--- src/rtl/kwd_pkg.sv ---
package kwd_pkg;

    localparam int ADDR_W = 8;
    localparam int DATA_W = 32;

    localparam logic [ADDR_W-1:0] OFF_MODE    = 8'h00;
    localparam logic [ADDR_W-1:0] OFF_LEN     = 8'h04;
    localparam logic [ADDR_W-1:0] OFF_RESTART = 8'h08;
    localparam logic [ADDR_W-1:0] OFF_SWRST   = 8'h14;

    localparam logic [7:0]        MODE_KEY    = 8'h22;
    localparam logic [4:0]        LEN_KEY     = 5'h08;
    localparam logic [DATA_W-1:0] RESTART_KEY = 32'h0000_1971;
    localparam logic [DATA_W-1:0] SWRST_KEY   = 32'h0000_1209;

    localparam int LEN_LSB = 5;

    typedef struct packed {
        logic dual;
        logic irq_sel;
        logic ext_en;
        logic en;
    } mode_t;

    typedef struct packed {
        logic restart;
        logic swrst;
    } cmd_t;

    function automatic mode_t mode_decode(logic [DATA_W-1:0] w);
        mode_t m;
        m.en      = w[0];
        m.ext_en  = w[2];
        m.irq_sel = w[3];
        m.dual    = w[6];
        return m;
    endfunction

    function automatic logic [DATA_W-1:0] mode_encode(mode_t m);
        logic [DATA_W-1:0] w;
        w    = '0;
        w[0] = m.en;
        w[2] = m.ext_en;
        w[3] = m.irq_sel;
        w[6] = m.dual;
        return w;
    endfunction

endpackage

--- src/rtl/kwd_regs.sv ---
module kwd_regs
    import kwd_pkg::*;
#(
    parameter int LEN_W   = 11,
    parameter int LEN_RST = (1 << LEN_W) - 1
) (
    input  logic              clk,
    input  logic              rst,
    input  logic              bus_wr,
    input  logic [ADDR_W-1:0] bus_addr,
    input  logic [DATA_W-1:0] bus_wdata,
    output logic [DATA_W-1:0] bus_rdata,
    output mode_t             mode_o,
    output logic [LEN_W-1:0]  len_o,
    output cmd_t              cmd_o
);

    localparam int LEN_MSB = LEN_LSB + LEN_W - 1;

    mode_t            mode_q;
    logic [LEN_W-1:0] len_q;
    logic             mode_we;
    logic             len_we;

    always_comb begin
        mode_we       = bus_wr && (bus_addr == OFF_MODE) && (bus_wdata[31:24] == MODE_KEY);
        len_we        = bus_wr && (bus_addr == OFF_LEN) && (bus_wdata[LEN_LSB-1:0] == LEN_KEY);
        cmd_o.restart = bus_wr && (bus_addr == OFF_RESTART) && (bus_wdata == RESTART_KEY);
        cmd_o.swrst   = bus_wr && (bus_addr == OFF_SWRST) && (bus_wdata == SWRST_KEY);
    end

    always_ff @(posedge clk) begin
        if (rst) begin
            mode_q <= '0;
            len_q  <= LEN_W'(LEN_RST);
        end else begin
            if (mode_we) mode_q <= mode_decode(bus_wdata);
            if (len_we)  len_q  <= bus_wdata[LEN_MSB:LEN_LSB];
        end
    end

    always_comb begin
        bus_rdata = '0;
        case (bus_addr)
            OFF_MODE: bus_rdata = mode_encode(mode_q);
            OFF_LEN:  bus_rdata[LEN_MSB:LEN_LSB] = len_q;
            default:  bus_rdata = '0;
        endcase
    end

    assign mode_o = mode_q;
    assign len_o  = len_q;

endmodule

--- src/rtl/kwd_count.sv ---
module kwd_count
    import kwd_pkg::*;
#(
    parameter int PRESC   = 512,
    parameter int LEN_W   = 11,
    parameter int LEN_RST = (1 << LEN_W) - 1
) (
    input  logic             clk,
    input  logic             rst,
    input  logic             ref_tick,
    input  mode_t            mode,
    input  logic [LEN_W-1:0] len,
    input  logic             restart,
    output logic [LEN_W-1:0] cnt_o,
    output logic             irq_o,
    output logic             expire_rst_o
);

    localparam int PRE_W = (PRESC > 1) ? $clog2(PRESC) : 1;
    localparam logic [PRE_W-1:0] PRE_LAST = PRE_W'(PRESC - 1);

    logic [PRE_W-1:0] pre_q;
    logic [LEN_W-1:0] cnt_q;
    logic             stage_q;
    logic             irq_q;
    logic             step;
    logic             unit_done;
    logic             expire;
    logic             to_irq;

    always_comb begin
        step         = mode.en && ref_tick && !restart;
        unit_done    = step && (pre_q == PRE_LAST);
        expire       = unit_done && (cnt_q <= LEN_W'(1));
        to_irq       = expire && (mode.dual ? !stage_q : mode.irq_sel);
        expire_rst_o = expire && (mode.dual ? stage_q : !mode.irq_sel);
    end

    always_ff @(posedge clk) begin
        if (rst) begin
            pre_q   <= '0;
            cnt_q   <= LEN_W'(LEN_RST);
            stage_q <= 1'b0;
            irq_q   <= 1'b0;
        end else if (restart) begin
            pre_q   <= '0;
            cnt_q   <= len;
            stage_q <= 1'b0;
            irq_q   <= 1'b0;
        end else if (step) begin
            if (unit_done) begin
                pre_q <= '0;
                cnt_q <= expire ? len : cnt_q - LEN_W'(1);
            end else begin
                pre_q <= pre_q + PRE_W'(1);
            end
            if (expire) stage_q <= mode.dual && !stage_q;
            if (to_irq) irq_q   <= 1'b1;
        end
    end

    assign cnt_o = cnt_q;
    assign irq_o = irq_q;

endmodule

--- src/rtl/kwd_rstgen.sv ---
module kwd_rstgen #(
    parameter int RST_TICKS = 4
) (
    input  logic clk,
    input  logic rst,
    input  logic ref_tick,
    input  logic start,
    output logic pulse_o
);

    localparam int RC_W = (RST_TICKS > 1) ? $clog2(RST_TICKS) : 1;
    localparam logic [RC_W-1:0] RC_LAST = RC_W'(RST_TICKS - 1);

    logic            active_q;
    logic [RC_W-1:0] rc_q;

    always_ff @(posedge clk) begin
        if (rst) begin
            active_q <= 1'b0;
            rc_q     <= '0;
        end else if (!active_q) begin
            if (start) begin
                active_q <= 1'b1;
                rc_q     <= '0;
            end
        end else if (ref_tick) begin
            if (rc_q == RC_LAST) active_q <= 1'b0;
            else                 rc_q     <= rc_q + RC_W'(1);
        end
    end

    assign pulse_o = active_q;

endmodule

--- src/rtl/kwdog_top.sv ---
module kwdog_top
    import kwd_pkg::*;
#(
    parameter int PRESC     = 512,
    parameter int LEN_W     = 11,
    parameter int LEN_RST   = (1 << LEN_W) - 1,
    parameter int RST_TICKS = 4
) (
    input  logic              clk,
    input  logic              rst,
    input  logic              ref_tick,
    input  logic              bus_wr,
    input  logic [ADDR_W-1:0] bus_addr,
    input  logic [DATA_W-1:0] bus_wdata,
    output logic [DATA_W-1:0] bus_rdata,
    output logic              wd_rst,
    output logic              wd_irq
);

    mode_t            mode_q;
    logic [LEN_W-1:0] len_w;
    cmd_t             cmd_w;
    logic [LEN_W-1:0] cnt_w;
    logic             exp_rst_w;
    logic             rst_start;

    kwd_regs #(.LEN_W(LEN_W), .LEN_RST(LEN_RST)) u_regs (
        .clk      (clk),
        .rst      (rst),
        .bus_wr   (bus_wr),
        .bus_addr (bus_addr),
        .bus_wdata(bus_wdata),
        .bus_rdata(bus_rdata),
        .mode_o   (mode_q),
        .len_o    (len_w),
        .cmd_o    (cmd_w)
    );

    kwd_count #(.PRESC(PRESC), .LEN_W(LEN_W), .LEN_RST(LEN_RST)) u_count (
        .clk         (clk),
        .rst         (rst),
        .ref_tick    (ref_tick),
        .mode        (mode_q),
        .len         (len_w),
        .restart     (cmd_w.restart),
        .cnt_o       (cnt_w),
        .irq_o       (wd_irq),
        .expire_rst_o(exp_rst_w)
    );

    assign rst_start = cmd_w.swrst || (exp_rst_w && mode_q.ext_en);

    kwd_rstgen #(.RST_TICKS(RST_TICKS)) u_rstgen (
        .clk     (clk),
        .rst     (rst),
        .ref_tick(ref_tick),
        .start   (rst_start),
        .pulse_o (wd_rst)
    );

endmodule

--- config.mk ---
export PLATFORM = sky130hd
export DESIGN_NAME = kwdog_top
export DESIGN_NICKNAME = d
export VERILOG_FILES = /design/src/rtl/kwd_pkg.sv /design/src/rtl/kwd_regs.sv /design/src/rtl/kwd_count.sv /design/src/rtl/kwd_rstgen.sv /design/src/rtl/kwdog_top.sv
export SDC_FILE = /design/constraint.sdc
export NUM_CORES = 1
export LEC_CHECK = 0
export ABC_AREA = 1
export BUFFER_PORTS_ARGS = -buffer_cell sky130_fd_sc_hd__buf_2
export CAP_MARGIN = 20
export CORE_MARGIN = 1
export CORE_UTILIZATION = 53
export DETAILED_ROUTE_END_ITERATION = 6
export GPL_TIMING_DRIVEN = 0
export PLACE_DENSITY = 0.88
export SLEW_MARGIN = 20
export SYNTH_ARGS = -nofsm -noshare
export SYNTH_HDL_FRONTEND = slang
export SYNTH_SLANG_ARGS = --single-unit
--- constraint.sdc ---
create_clock -name clk -period 2.2 [get_ports clk]
set_input_delay 0.44 -clock clk [delete_from_list [all_inputs] [get_ports clk]]
set_output_delay 0.44 -clock clk [all_outputs]
set_load 0.02 [all_outputs]
# --- After elaboration in Yosys (flattened, before gate mapping) ---
# Index checks and enable logic that the tools add are counted.
word_totals:
  ff_bits: 40
  word_cells: 72
classes:
  n_addsub: 3
  order_cmp: 1
  eq_ne: 11
  mux: 17
  reduce_logical: 29
op_table:
  columns: ["op", "count"]
  rows:
  - ["$eq A32 B13 Y1 const B", 2]
  - ["$mux W11", 4]
  - ["$pmux W11 S2", 1]
  - ["$logic_and A1 B1 Y1", 16]
  - ["$le A11 B1 Y1 const B", 1]
  - ["$sub A11 B1 Y11 const B", 1]
  - ["$add A9 B1 Y9 const B", 1]
  - ["$eq A9 B9 Y1 const B", 1]
  - ["$mux W9", 1]
  - ["$eq A8 B3 Y1 const B", 1]
  - ["$eq A8 B4 Y1 const B", 1]
  - ["$eq A8 B5 Y1 const B", 1]
  - ["$eq A8 B6 Y1 const B", 1]
  - ["$logic_not A8 Y1", 1]
  - ["$mux W2", 4]
  - ["$mux W1", 6]
  - ["$reduce_and A2 Y1", 3]
  - ["$reduce_bool A2 Y1", 3]
  - ["$eq A5 B4 Y1 const B", 1]
  - ["$mux W4", 1]
  - ["$ne A2 B2 Y1 const B", 2]
  - ["$logic_not A1 Y1", 3]
  - ["$reduce_and A3 Y1", 1]
  - ["$add A2 B1 Y2 const B", 1]
  - ["other kinds (3)", 3]

# --- Longest topological paths before layout ---
# Gate-level depths: netlist of the first run.
depth:
  depth_word: 12
  ltp_mapped: 17
  depth_no_buf: 17

# --- Cells and area by module ---
# Synthesis of the first run repeated with hierarchy kept, for this count alone.
unflattened:
  hier_cells: 440
  hier_area_um2: 2768.9
modules_own_cells:
  columns: ["mod", "instances", "cells_per_inst", "area_each_um2", "seq_area_each_um2"]
  rows:
  - ["kwd_count", 1, 220, 1431.4, 440.4]
  - ["kwd_regs", 1, 197, 1182.4, 300.3]
  - ["kwd_rstgen", 1, 20, 143.9, 60.1]
  - ["kwdog_top", 1, 3, 11.3, 0.0]

# --- Worst setup path after synthesis of the first run ---
# Ideal clock, no wire load.
synth_path:
  path_kind: "input -> output"
  start: "input port bus_addr[1]"
  end: "output port bus_rdata[6]"
  t_arrival_ps: 1527
  path_slack_ps: 233
  stages: 5
  n_path_buf: 0
  path_cell_list: "nor2_2 inv_1 nor4_1 inv_1 o21ai_0"
synth_between:
  elab_chain_len: 2
synth_rtl:
  columns: ["item", "line", "rtl"]
  rows:
  - ["start: declaration", "kwdog_top.sv:13", "input logic [ADDR_W-1:0] bus_addr,"]
  - ["$eq A8 B3 Y1 or $logic_not A8 Y1 (tied branches)", "kwd_regs.sv:44", "case (bus_addr)"]
  - ["$pmux W11 S2 *", "kwd_regs.sv:44", null]
  - ["end: declaration", "kwdog_top.sv:15", "output logic [DATA_W-1:0] bus_rdata,"]
# Mark *: on every way between the ends. The rest lies on a longest branch, timed or not.

# --- Worst setup path in the final report of the first run ---
layout_path:
  start: "register u_count.pre_q[1]"
  end: "register u_count.cnt_q[9] (netlist: u_count.cnt_o[9])"
layout_between:
  elab_chain_len: 7
layout_rtl:
  columns: ["item", "line", "rtl"]
  rows:
  - ["start: declaration", "kwd_count.sv:22", "logic [PRE_W-1:0] pre_q;"]
  - ["start signal: assignment", "kwd_count.sv:55", "pre_q <= pre_q + PRE_W'(1);"]
  - ["$eq A9 B9 Y1 *", "kwd_count.sv:33", "unit_done = step && (pre_q == PRE_LAST);"]
  - ["$logic_and A1 B1 Y1 *", "kwd_count.sv:33", null]
  - ["$logic_and A1 B1 Y1", "kwd_count.sv:34", "expire = unit_done && (cnt_q <= LEN_W'(1));"]
  - ["$mux W11", "kwd_count.sv:53", "cnt_q <= expire ? len : cnt_q - LEN_W'(1);"]
  - ["$mux W11", "kwd_count.sv:51", "if (unit_done) begin"]
  - ["$mux W11", "kwd_count.sv:50", "end else if (step) begin"]
  - ["$mux W11", "kwd_count.sv:45", "end else if (restart) begin"]
  - ["end signal: assignment", "kwd_count.sv:42", "cnt_q <= LEN_W'(LEN_RST);"]
  - ["end signal: assignment", "kwd_count.sv:47", "cnt_q <= len;"]
  - ["end signal: assignment", "kwd_count.sv:53", null]
  - ["end: declaration", "kwd_count.sv:23", "logic [LEN_W-1:0] cnt_q;"]
# Mark *: on every way between the ends. The rest lies on a longest branch, timed or not. The select of a mux whose other input is x is not followed.
# A chain may end at the register's enable or synchronous reset.

==> flow_metrics.env, run 1 <==
export IMPL_status="complete, no violations"
export IMPL_setup_viol_count_final=0
export IMPL_area_growth_pct=28.1
export IMPL_grt_overflow=0
export IMPL_via_count=3083
export IMPL_wirelength_um=7220
export IMPL_numCtsBuffers=5
export IMPL_crit_required_ns=2.43
export IMPL_start_util_pct=54.8
export IMPL_cts_path_max_buffers=2
export IMPL_power_density_nw_per_um2=417
export IMPL_startpoint="u_count.pre_q[1]"
export IMPL_dp_slack_ns=-0.0619
export IMPL_worstPathArrival_ns=2.42
export IMPL_antenna_found_initial=0
export IMPL_insertion_delay_ns=0.30
export IMPL_swShare_pct=24.7
export IMPL_final_hold_violation_count=0
export IMPL_ys_types=38
export IMPL_final_setup_skew_ns=0.00660
export IMPL_worst_pin_slew_ns=0.556
export IMPL_slew_headroom_pct=62.9
export IMPL_yosysSeqAreaShare_pct=28.8
export IMPL_yosys_warnings=0
export IMPL_cts_tree="yes"
export IMPL_finalCriticalPeriod_ns=2.19
export IMPL_via_per_inst=5.17
export IMPL_ir_worst_vdd_uv=378
export IMPL_routabilityCongestion=0.903
export IMPL_critPathMaxFanout=5
export IMPL_end_kind="flop"
export IMPL_io_pins=78
export IMPL_fmax_mhz=457
export IMPL_p_leak_uw=0.00189
export IMPL_layout_common_cells="nand2_1, nor2_1, inv_1"
export IMPL_routedWlPerCell_um=12.1
export IMPL_clkTransAtPathRegs_ns=0.08
export IMPL_grt_setup_unrepaired="yes"
export IMPL_clkSinkCount=40
export IMPL_min_from="bus_wdata[13]"
export IMPL_ctsHtreeMaxLevel=2
export IMPL_placedCellCount=575
export IMPL_detailed_place_hpwl_um=5250
export IMPL_coreArea_um2=5070
export IMPL_grt_max_degree=14
export IMPL_syn_instance_count=430
export IMPL_drcViolationCount=0
export IMPL_cts_root_buf="clkbuf_8"
export IMPL_critPathKind="reg -> reg"
export IMPL_num_antenna_cells=0
export IMPL_fin_nets=574
export IMPL_seqPwrFrac_pct=48.4
export IMPL_drv_cap=0
export IMPL_pwr_share_clk_pct=40.7
export IMPL_die_w_um=74.4
export IMPL_grt_pass1_vias=2649
export IMPL_synth_area_um2=2780
export IMPL_final_cells=596
export IMPL_rows=26
export IMPL_comb_power_share_pct=10.9
export IMPL_final_common_cell="nand2_1"
export IMPL_drt_initial_drc_count=284
export IMPL_startpoint_type="flop"
export IMPL_p_switching_uw=367
export IMPL_r2r_start="u_count.pre_q[1]"
export IMPL_io_buffers=58
export IMPL_timing_final_ws_setup_ns=0.0140
export IMPL_die_area_um2=5540
export IMPL_track_usage_pct=25.5
export IMPL_fin_crit_sh_pct=99.4
export IMPL_chipHeight_um=74.4
export IMPL_dr_pass1_iters=5
export IMPL_grt_pass1_wl_um=11000
export IMPL_avgSynthCellArea_um2=6.47
export IMPL_finalMaxSlewViolations=0
export IMPL_synth_seq_cells=40
export IMPL_min_path_type="in -> reg"
export IMPL_drive_gt1_share_pct=28.5
export IMPL_drt_antenna_violating_nets=0
export IMPL_p_int_uw=1120
==> final cells by class <==
class	instances	area (um^2)
multi-input cells	310	1650
fillers	399	1510
flip-flops and latches	40	813
repair buffers	70	414
inverters	71	277
plain buffers	27	206
well taps	70	87.6
clock buffers	5	68.8
clock inverters	3	42.5
==> cells by family (layout without fill, tap and decap cells) <==
kind of cell / count (synthesis) / in the layout / synth area share [%]
and+or+nand+nor: 229 / 230 / 38.5
buffers and inverters: 98 / 176 / 17.0
adders and majority gates: 5 / 5 / 2.25
other: 1 / 18 / 0.135
AOI/OAI and AO/OA: 49 / 49 / 10.8
xor gates and xnor gates: 8 / 8 / 2.52
DFF: 40 / 40 / 28.8
==> flip-flops by register name (all words and copies together), names as in the netlist <==
name / count
u_regs.mode_o: 4
u_count.cnt_o: 11
u_count.pre_q: 9
u_count.irq_o: 1
u_rstgen.pulse_o: 1
u_count.stage_q: 1
u_rstgen.rc_q: 2
u_regs.len_o: 11
==> timing repair <==
item                                    in CTS  in global routing
gates cloned                                 0                  2
pin swaps                                    1                 13
buffers inserted                             0                 12
endpoints found under the setup margin       7                 16
hold buffers                                 0                  0
resized for setup                            1                 37
==> stage by stage <==
step	util, %	hold slack, ns	TNS [ns]	power [uW]	instance area (um^2)
after floorplan	-	0.421	0	839	2850
after global placement	63.5	0.432	-0.0483	898	3220
after detailed placement	63.5	0.442	-0.171	900	3220
after CTS	65.8	0.432	0	1490	3340
after global routing	70.2	0.453	-0.941	1540	3560
final	70.2	0.437	0	1490	3560
==> layer usage <==
| metal | track usage (%) | wire length [um] |
|---|---|---|
| met1 | 31.3 | 2980 |
| met2 | 44.5 | 3570 |
| met3 | 4.07 | 481 |
| met4 | 10.1 | 182 |
| met5 | 0 | 0 |
==> power by group through the flow <==
stage               sequential, uW  clock (uW)  combinational [uW]
finish                         719         604                 163
global route                   720         644                 179
CTS                            723         610                 160
detailed placement             740           0                 160
global placement               740           0                 158
floorplan                      740           0                98.2
==> critical path, cell delays in order, from the launching register on <==
cell and delay [ns]:
dfxtp_4 0.38, ha_4 0.14, nand4_1 0.11, nor2_1 0.16
ha_2 0.21, inv_4 0.05, nor2_4 0.14, nand3_2 0.12
nor2_4 0.17, clkinv_4 0.12, nand2_8 0.11, buf_12 0.12
buf_4 0.11, o21ai_1 0.06, o21bai_1 0.12
==> cells in the mapped netlist <==
| library cell | n | area [um^2] |
|---|---|---|
| nand3_2 | 2 | 20.0 |
| a31oi_1 | 1 | 6.26 |
| nand2_2 | 5 | 31.3 |
| nor3b_2 | 1 | 12.5 |
| o211ai_2 | 1 | 12.5 |
| o21bai_1 | 2 | 15.0 |
| nor2_4 | 2 | 22.5 |
| nor3_1 | 5 | 25.0 |
| inv_2 | 5 | 18.8 |
| buf_4 | 19 | 143 |
| nor4_1 | 2 | 12.5 |
| inv_1 | 66 | 248 |
| dfxtp_1 | 40 | 801 |
| nand2_1 | 95 | 357 |
| o21ai_2 | 1 | 8.76 |
| nor2_1 | 66 | 248 |
| o211ai_1 | 10 | 75.1 |
| xnor2_1 | 1 | 8.76 |
| nand3b_1 | 3 | 22.5 |
| nand2_8 | 1 | 20.0 |
| buf_12 | 1 | 20.0 |
| ha_1 | 5 | 62.6 |
| nand3_1 | 25 | 125 |
| nand3_4 | 2 | 35.0 |
| or2_2 | 1 | 6.26 |
| a21oi_1 | 13 | 65.1 |
| buf_6 | 2 | 22.5 |
| nor2_2 | 5 | 31.3 |
| o21ai_1 | 2 | 10.0 |
| xor2_1 | 7 | 61.3 |
| nand4_1 | 13 | 81.3 |
| clkbuf_1 | 4 | 15.0 |
| nor4_4 | 1 | 21.3 |
| a21oi_2 | 1 | 8.76 |
| conb_1 | 1 | 3.75 |
| buf_2 | 1 | 5.00 |
| a211oi_1 | 4 | 30.0 |
| o21ai_0 | 14 | 70.1 |
==> final timing paths <==
path	depth (start not counted)	slack, ns	endpoint
hold reg to reg	2	0.45	u_count.irq_o
hold / removal	3	0.44	u_regs.len_o[8]
setup / recovery	14	0.01	u_count.cnt_o[9]
setup reg to reg	14	0.01	u_count.cnt_o[9]
Note: power is estimated with default switching activity, not from simulation.
==> run 2, diff against run 1 <==
--- a/config.mk
+++ b/config.mk
@@ -12,7 +12,8 @@
 export CORE_UTILIZATION = 53
 export DETAILED_ROUTE_END_ITERATION = 6
 export GPL_TIMING_DRIVEN = 0
-export PLACE_DENSITY = 0.88
+export PLACE_DENSITY = 0.78
+export REMOVE_ABC_BUFFERS = 1
 export SLEW_MARGIN = 20
 export SYNTH_ARGS = -nofsm -noshare
 export SYNTH_HDL_FRONTEND = slang
==> run 2 against run 1 <==
  * Via count fell by 7.0%
  * Power fell by 0.46%
  * Fmax rose by 2.8%
  * Utilization fell by 4.7 points
  * Critical path depth rose by 1
  * Count of clock-buffer cells in the layout did not move
  * Final area fell by 6.7%
  * Flip-flop and latch count did not move
  * Critical path type unchanged
  * Largest cell class unchanged
  * Highest routed layer unchanged
==> flow_metrics.env, run 2 (same netlist as run 1, synthesis figures left out) <==
export IMPL_status="complete, no violations"
export IMPL_drv_cap=0
export IMPL_antenna_found_initial=0
export IMPL_dr_pass1_iters=4
export IMPL_worstPathArrival_ns=2.29
export IMPL_die_area_um2=5540
export IMPL_finalCriticalPeriod_ns=2.13
export IMPL_io_buffers=59
export IMPL_critPathMaxFanout=7
export IMPL_max_stage_delay_ns=0.37
export IMPL_io_pins=78
export IMPL_final_hold_violation_count=0
export IMPL_num_antenna_cells=0
export IMPL_critPathKind="reg -> reg"
export IMPL_fin_nets=548
export IMPL_layout_common_cells="nand2_1, inv_1, nor2_1"
export IMPL_critPathMostFrequentCell="inv_2"
export IMPL_clkTransAtPathRegs_ns=0.09
export IMPL_path_buf_inv=4
export IMPL_track_usage_pct=25.2
export IMPL_regArea_um2=813
export IMPL_slew_headroom_pct=48.6
export IMPL_rrSetupSlack_ns=0.07
export IMPL_routedWlPerCell_um=11.8
export IMPL_cp_top_family="simple AND/OR/NAND/NOR gates"
export IMPL_end_kind="flop"
export IMPL_via_per_inst=5.03
export IMPL_insertion_delay_ns=0.30
export IMPL_fin_crit_sh_pct=96.6
export IMPL_startpoint_type="flop"
export IMPL_placed_area_um2=3020
export IMPL_multi_input_area_um2=1650
export IMPL_min_path_type="in -> reg"
export IMPL_wirelength_um=6740
export IMPL_ctsHtreeMaxLevel=2
export IMPL_drt_initial_drc_count=216
export IMPL_area_growth_pct=19.5
export IMPL_clkSinkCount=40
export IMPL_grt_max_degree=24
export IMPL_cpMaxStageDelayCell="dfxtp_4"
export IMPL_die_w_um=74.4
export IMPL_fillers=466
export IMPL_detailed_place_hpwl_um=4930
export IMPL_power_density_nw_per_um2=445
export IMPL_stdcell_area_um2=3320
export IMPL_finalMaxSlewViolations=0
export IMPL_via_count=2868
export IMPL_coreArea_um2=5070
export IMPL_start_util_pct=54.8
export IMPL_drt_antenna_violating_nets=0
export IMPL_drive_gt1_share_pct=25.0
export IMPL_cts_tree="yes"
export IMPL_cts_root_buf="clkbuf_8"
export IMPL_worst_pin_slew_ns=0.770
export IMPL_cts_path_max_buffers=2
export IMPL_grt_pass1_wl_um=10800
export IMPL_routabilityCongestion=0.896
export IMPL_drcViolationCount=0
export IMPL_chipHeight_um=74.4
export IMPL_ir_worst_vdd_uv=198
export IMPL_final_common_cell="nand2_1"
export IMPL_final_setup_skew_ns=0.0104
export IMPL_fmax_mhz=470
export IMPL_finalHoldWorstSlack_ns=0.431
export IMPL_rows=26
export IMPL_crit_required_ns=2.36
export IMPL_setup_viol_count_final=0
export IMPL_grt_pass1_vias=2548
export IMPL_postCtsHoldBufs=0
export IMPL_grt_overflow=0
export IMPL_p_leak_uw=0.00173
export IMPL_crit_chain="nand2_2 -> inv_2 -> nand4_1 -> nor2_1 -> ha_2 -> inv_2 -> nor2_4 -> nand3_2 -> nor2_2 -> inv_2 -> nand2_8 -> buf_4 -> nand2_1 -> o211ai_1 -> nand3_1"
export IMPL_numCtsBuffers=5
==> run 2: cell types whose count changed in the layout (fill, tap and decap cells not counted), moves of 3 or more <==
cell,change
buf_4,-15
buf_6,-3
clkbuf_1,-3
nand2_1,+3
o21ai_0,+3
o21ai_2,-3
==> run 2: worst min-delay path: cells and delay by family <==
kind	cells	cell delay (ns)
simple gates	1	0.10
buf+inv	1	0.11
compound gates	1	0.04
==> run 2: cell type report <==
cell class	count	area share, %
clock buffer	5	2.07
clock inverter	3	1.39
inverter	71	8.09
multi-input combinational	310	49.7
sequential	40	24.5
tap	70	2.63
timing repair buffer	71	11.7
==> run 2: final timing paths <==
check | startpoint | endpoint | depth (start not counted)
min | bus_wdata[3] | u_regs.mode_o[2] | 3
max reg2reg | u_count.pre_q[3] | u_count.cnt_o[10] | 15
min reg2reg | u_count.pre_q[4] | u_count.pre_q[4] | 2
max | u_count.pre_q[3] | u_count.cnt_o[10] | 15
==> run 2: where the power goes <==
part | leakage, uW | internal (uW) | switching, uW | total, uW
registers | 0.000326 | 719 | 0.0157 | 719
logic | 0.00135 | 43.0 | 95.4 | 138
clock network | 0.0000548 | 342 | 280 | 622
total | 0.00173 | 1100 | 375 | 1480
==> run 2: metal layers <==
layer | wire, um | up-vias | GRT usage (%)
met4 | 130 | 0 | 9.43
met5 | 0 | - | 0
li1 | - | 1466 | -
met3 | 273 | 12 | 3.66
met1 | 3020 | 1299 | 31.0
met2 | 3310 | 91 | 44.3
==> run 2: through the flow <==
stage	util (%)	setup WS, ns	std cells	setup TNS (ns)	power (uW)
finish	65.5	0.0740	570	0	1480
global route	65.5	-0.0423	570	-0.289	1530
CTS	62.6	0.00273	561	0	1490
detailed placement	59.6	-0.0866	549	-0.289	874
global placement	59.6	-0.0640	549	-0.143	872
floorplan	-	0.233	420	0	811
==> run 2: timing repair <==
item                                    CTS  global route
cloned                                    0             1
gates resized for setup                   4            23
endpoints found under the hold margin     0             0
setup buffers                             4             8
endpoints found under the setup margin   11            23
pin swaps                                 3             4
==> run 3, diff against run 2 <==
--- a/config.mk
+++ b/config.mk
@@ -17,4 +17,5 @@
 export SLEW_MARGIN = 20
 export SYNTH_ARGS = -nofsm -noshare
 export SYNTH_HDL_FRONTEND = slang
+export SYNTH_HIERARCHICAL = 1
 export SYNTH_SLANG_ARGS = --single-unit
==> run 3 against run 2 <==
  * Routed wire length shrank 14%
  * Clock power down 26%
  * Clock skew shrank 0.0060 ns
  * Final area shrank 4.7%
  * Sequential share of layout area up 0.97 points
  * Largest cell class unchanged
  * Register-to-register slack worse by 0.03 ns
  * Die area down 0.43%
  * Count of clock-buffer cells in the layout increased by 1
  * Non-clock buffer count is 9 lower
  * Critical endpoint is now u_rstgen/rc_q[0]
  * Setup slack worse by 0.028 ns
  * Critical path depth fell by 2
  * Flip-flop and latch count unchanged
==> flow_metrics.env, run 3 <==
export IMPL_cts_tree="yes"
export IMPL_cts_root_buf="clkbuf_8"
export IMPL_final_setup_skew_ns=0.00443
export IMPL_layout_common_cells="nand2_1, inv_1, nor2_1"
export IMPL_clkTransAtPathRegs_ns=0.07
export IMPL_ys_types=33
export IMPL_p_leak_uw=0.00179
export IMPL_comb_power_share_pct=9.6
export IMPL_numCtsBuffers=5
export IMPL_rrSetupSlack_ns=0.05
export IMPL_synth_edf_count=0
export IMPL_io_pins=78
export IMPL_holdPathEnd="u_rstgen/pulse_o"
export IMPL_fmax_mhz=464
export IMPL_die_area_um2=5520
export IMPL_min_from="rst"
export IMPL_r2r_end="u_rstgen/rc_q[0]"
export IMPL_yosys_warnings=6
export IMPL_fillers=470
export IMPL_grt_max_degree=18
export IMPL_end_kind="flop"
export IMPL_holdPathStages=2
export IMPL_pwr_share_clk_pct=35.0
export IMPL_startpoint_type="flop"
export IMPL_syn_instance_count=440
export IMPL_p_switching_uw=326
export IMPL_io_buffers=59
export IMPL_drt_antenna_violating_nets=0
export IMPL_status="complete, no violations"
export IMPL_insertion_delay_ns=0.29
export IMPL_die_w_um=74.3
export IMPL_area_growth_pct=14.4
export IMPL_finalCriticalPeriod_ns=2.15
export IMPL_track_usage_pct=21.7
export IMPL_synth_fa_ha_area_share_pct=2.26
export IMPL_synthXorXnorAreaFrac_pct=1.58
export IMPL_finalMaxSlewViolations=0
export IMPL_routedWlPerCell_um=10.2
export IMPL_synth_area_top_cells="dfxtp_1, nand2_1, nand3_1"
export IMPL_synth_largest_area_cell="dfxtp_1"
export IMPL_synth_most_common_cell="nand2_1"
export IMPL_via_per_inst=4.82
export IMPL_routabilityCongestion=0.876
export IMPL_fin_nets=549
export IMPL_critPathMaxFanout=4
export IMPL_synth_top_area_share_pct=28.9
export IMPL_drt_initial_drc_count=152
export IMPL_antenna_found_initial=0
export IMPL_grt_setup_unrepaired="yes"
export IMPL_fin_total_pwr_uw=1310
export IMPL_crit_required_ns=2.39
export IMPL_yosys_area_share_simple_pct=44.0
export IMPL_final_common_cell="nand2_1"
export IMPL_r2r_start="u_count/pre_q[1]"
export IMPL_coreArea_um2=4880
export IMPL_rows=25
export IMPL_synth_main_ff_cell="dfxtp_1"
export IMPL_grt_pass1_wl_um=9480
export IMPL_swShare_pct=25.0
export IMPL_seqPwrFrac_pct=55.3
export IMPL_final_hold_violation_count=0
export IMPL_p_int_uw=980
export IMPL_finalHoldWorstSlack_ns=0.401
export IMPL_synth_seq_cells=40
export IMPL_drive_gt1_share_pct=22.6
export IMPL_yosysSeqAreaShare_pct=28.9
export IMPL_fin_crit_sh_pct=97.9
export IMPL_final_cells=567
export IMPL_rr_worst_depth=13
export IMPL_ir_worst_vdd_uv=213
export IMPL_synth_area_um2=2770
export IMPL_placedCellCount=557
export IMPL_drv_cap=0
export IMPL_clkSinkCount=40
export IMPL_power_density_nw_per_um2=412
export IMPL_detailed_place_hpwl_um=4330
export IMPL_min_path_type="in -> reg"
export IMPL_setup_viol_count_final=0
export IMPL_ys_async_sr_fraction_pct=0
export IMPL_grt_overflow=0
export IMPL_via_count=2734
export IMPL_avgSynthCellArea_um2=6.29
export IMPL_ctsHtreeMaxLevel=2
export IMPL_worstPathArrival_ns=2.34
export IMPL_cts_path_max_buffers=2
export IMPL_grt_pass1_vias=2291
export IMPL_synth_compound_area_share_pct=4.43
export IMPL_num_antenna_cells=0
export IMPL_drcViolationCount=0
export IMPL_wirelength_um=5790
export IMPL_start_util_pct=56.7
export IMPL_dr_pass1_iters=4
export IMPL_yosys_top_cells_count="nand2_1, inv_1, nor2_1"
export IMPL_synth_top_family_by_area="simple AND/OR/NAND/NOR gates"
export IMPL_synth_mux_area_fraction_pct=0
export IMPL_chipHeight_um=74.3
export IMPL_critPathKind="reg -> reg"
==> run 3: area by class of cell <==
cell class	count	area [um^2]	share of cell area, %
clock buffers	6	72.6	2.29
clock inverters	1	5.00	0.158
inverters	81	304	9.60
multi-input cells	310	1580	49.8
flip-flops and latches	40	806	25.4
well taps	67	83.8	2.65
repair buffers	62	318	10.0
==> run 3: logic make-up (layout without fill, tap and decap cells) <==
logic type | after synthesis | in the layout
buffers and inverters | 107 | 150
AO/OA/AOI/OAI | 22 | 22
flip-flops | 40 | 40
adder cells (fa/ha/maj) | 5 | 5
XOR/XNOR | 5 | 5
AND/OR/NAND/NOR | 260 | 260
other | 1 | 18
==> run 3: power by group through the flow <==
stage	clock network (uW)	logic, uW	registers, uW
after global routing	497	141	722
final	458	126	722
after detailed placement	0	125	740
after global placement	0	123	740
after floorplan	0	67.3	740
after CTS	473	125	723
==> run 3: layer usage <==
layer | global-route usage, % | routed length, um | vias to the layer above
li1 | - | - | 1442
met2 | 37.1 | 2730 | 88
met4 | 6.71 | 111 | 0
met1 | 27.4 | 2650 | 1191
met5 | 0 | 0 | -
met3 | 4.61 | 299 | 13
==> run 3: how the worst max path moves through the flow <==
stage	from	endpoint	slack [ns]	depth (start not counted)
after floorplan	bus_addr[5]	u_count/cnt_o[5]	0.20	12
after global placement	bus_addr[5]	u_count/cnt_o[5]	-0.40	13
after detailed placement	bus_addr[5]	u_count/cnt_o[5]	-0.43	13
after CTS	u_count/pre_q[0]	u_rstgen/rc_q[0]	0.02	13
after global routing	u_count/pre_q[1]	u_count/cnt_o[7]	-0.04	12
final	u_count/pre_q[1]	u_rstgen/rc_q[0]	0.05	13
==> run 3: repair_timing <==
item,CTS,global route
cloned,0,0
gates resized for setup,2,14
setup endpoints to repair,13,16
pin swaps,2,4
buffers inserted,2,1
hold buffers,0,0
==> run 3: critical path, stage by stage, from the launching register on <==
cell     delay (ns)
dfxtp_2        0.37
ha_4           0.16
nand3_2        0.12
nor4_4         0.33
ha_2           0.25
nand3_4        0.10
nor2_4         0.13
nand3_4        0.11
nor2_2         0.10
nand2_1        0.06
nand2_1        0.07
nand2_2        0.08
a21oi_2        0.14
nor2_1         0.05
==> run 3: per-stage QoR <==
step / utilization [%] / worst slack, ns / setup TNS [ns] / cell area [um^2]
2_1_floorplan: - / 0.205 / 0 / 2620
3_3_place_gp: 61.5 / -0.402 / -3.97 / 3000
3_5_place_dp: 61.5 / -0.429 / -4.60 / 3000
4_1_cts: 63.5 / 0.0157 / 0 / 3100
5_1_grt: 64.9 / -0.0410 / -0.181 / 3170
6_report: 64.9 / 0.0463 / 0 / 3170
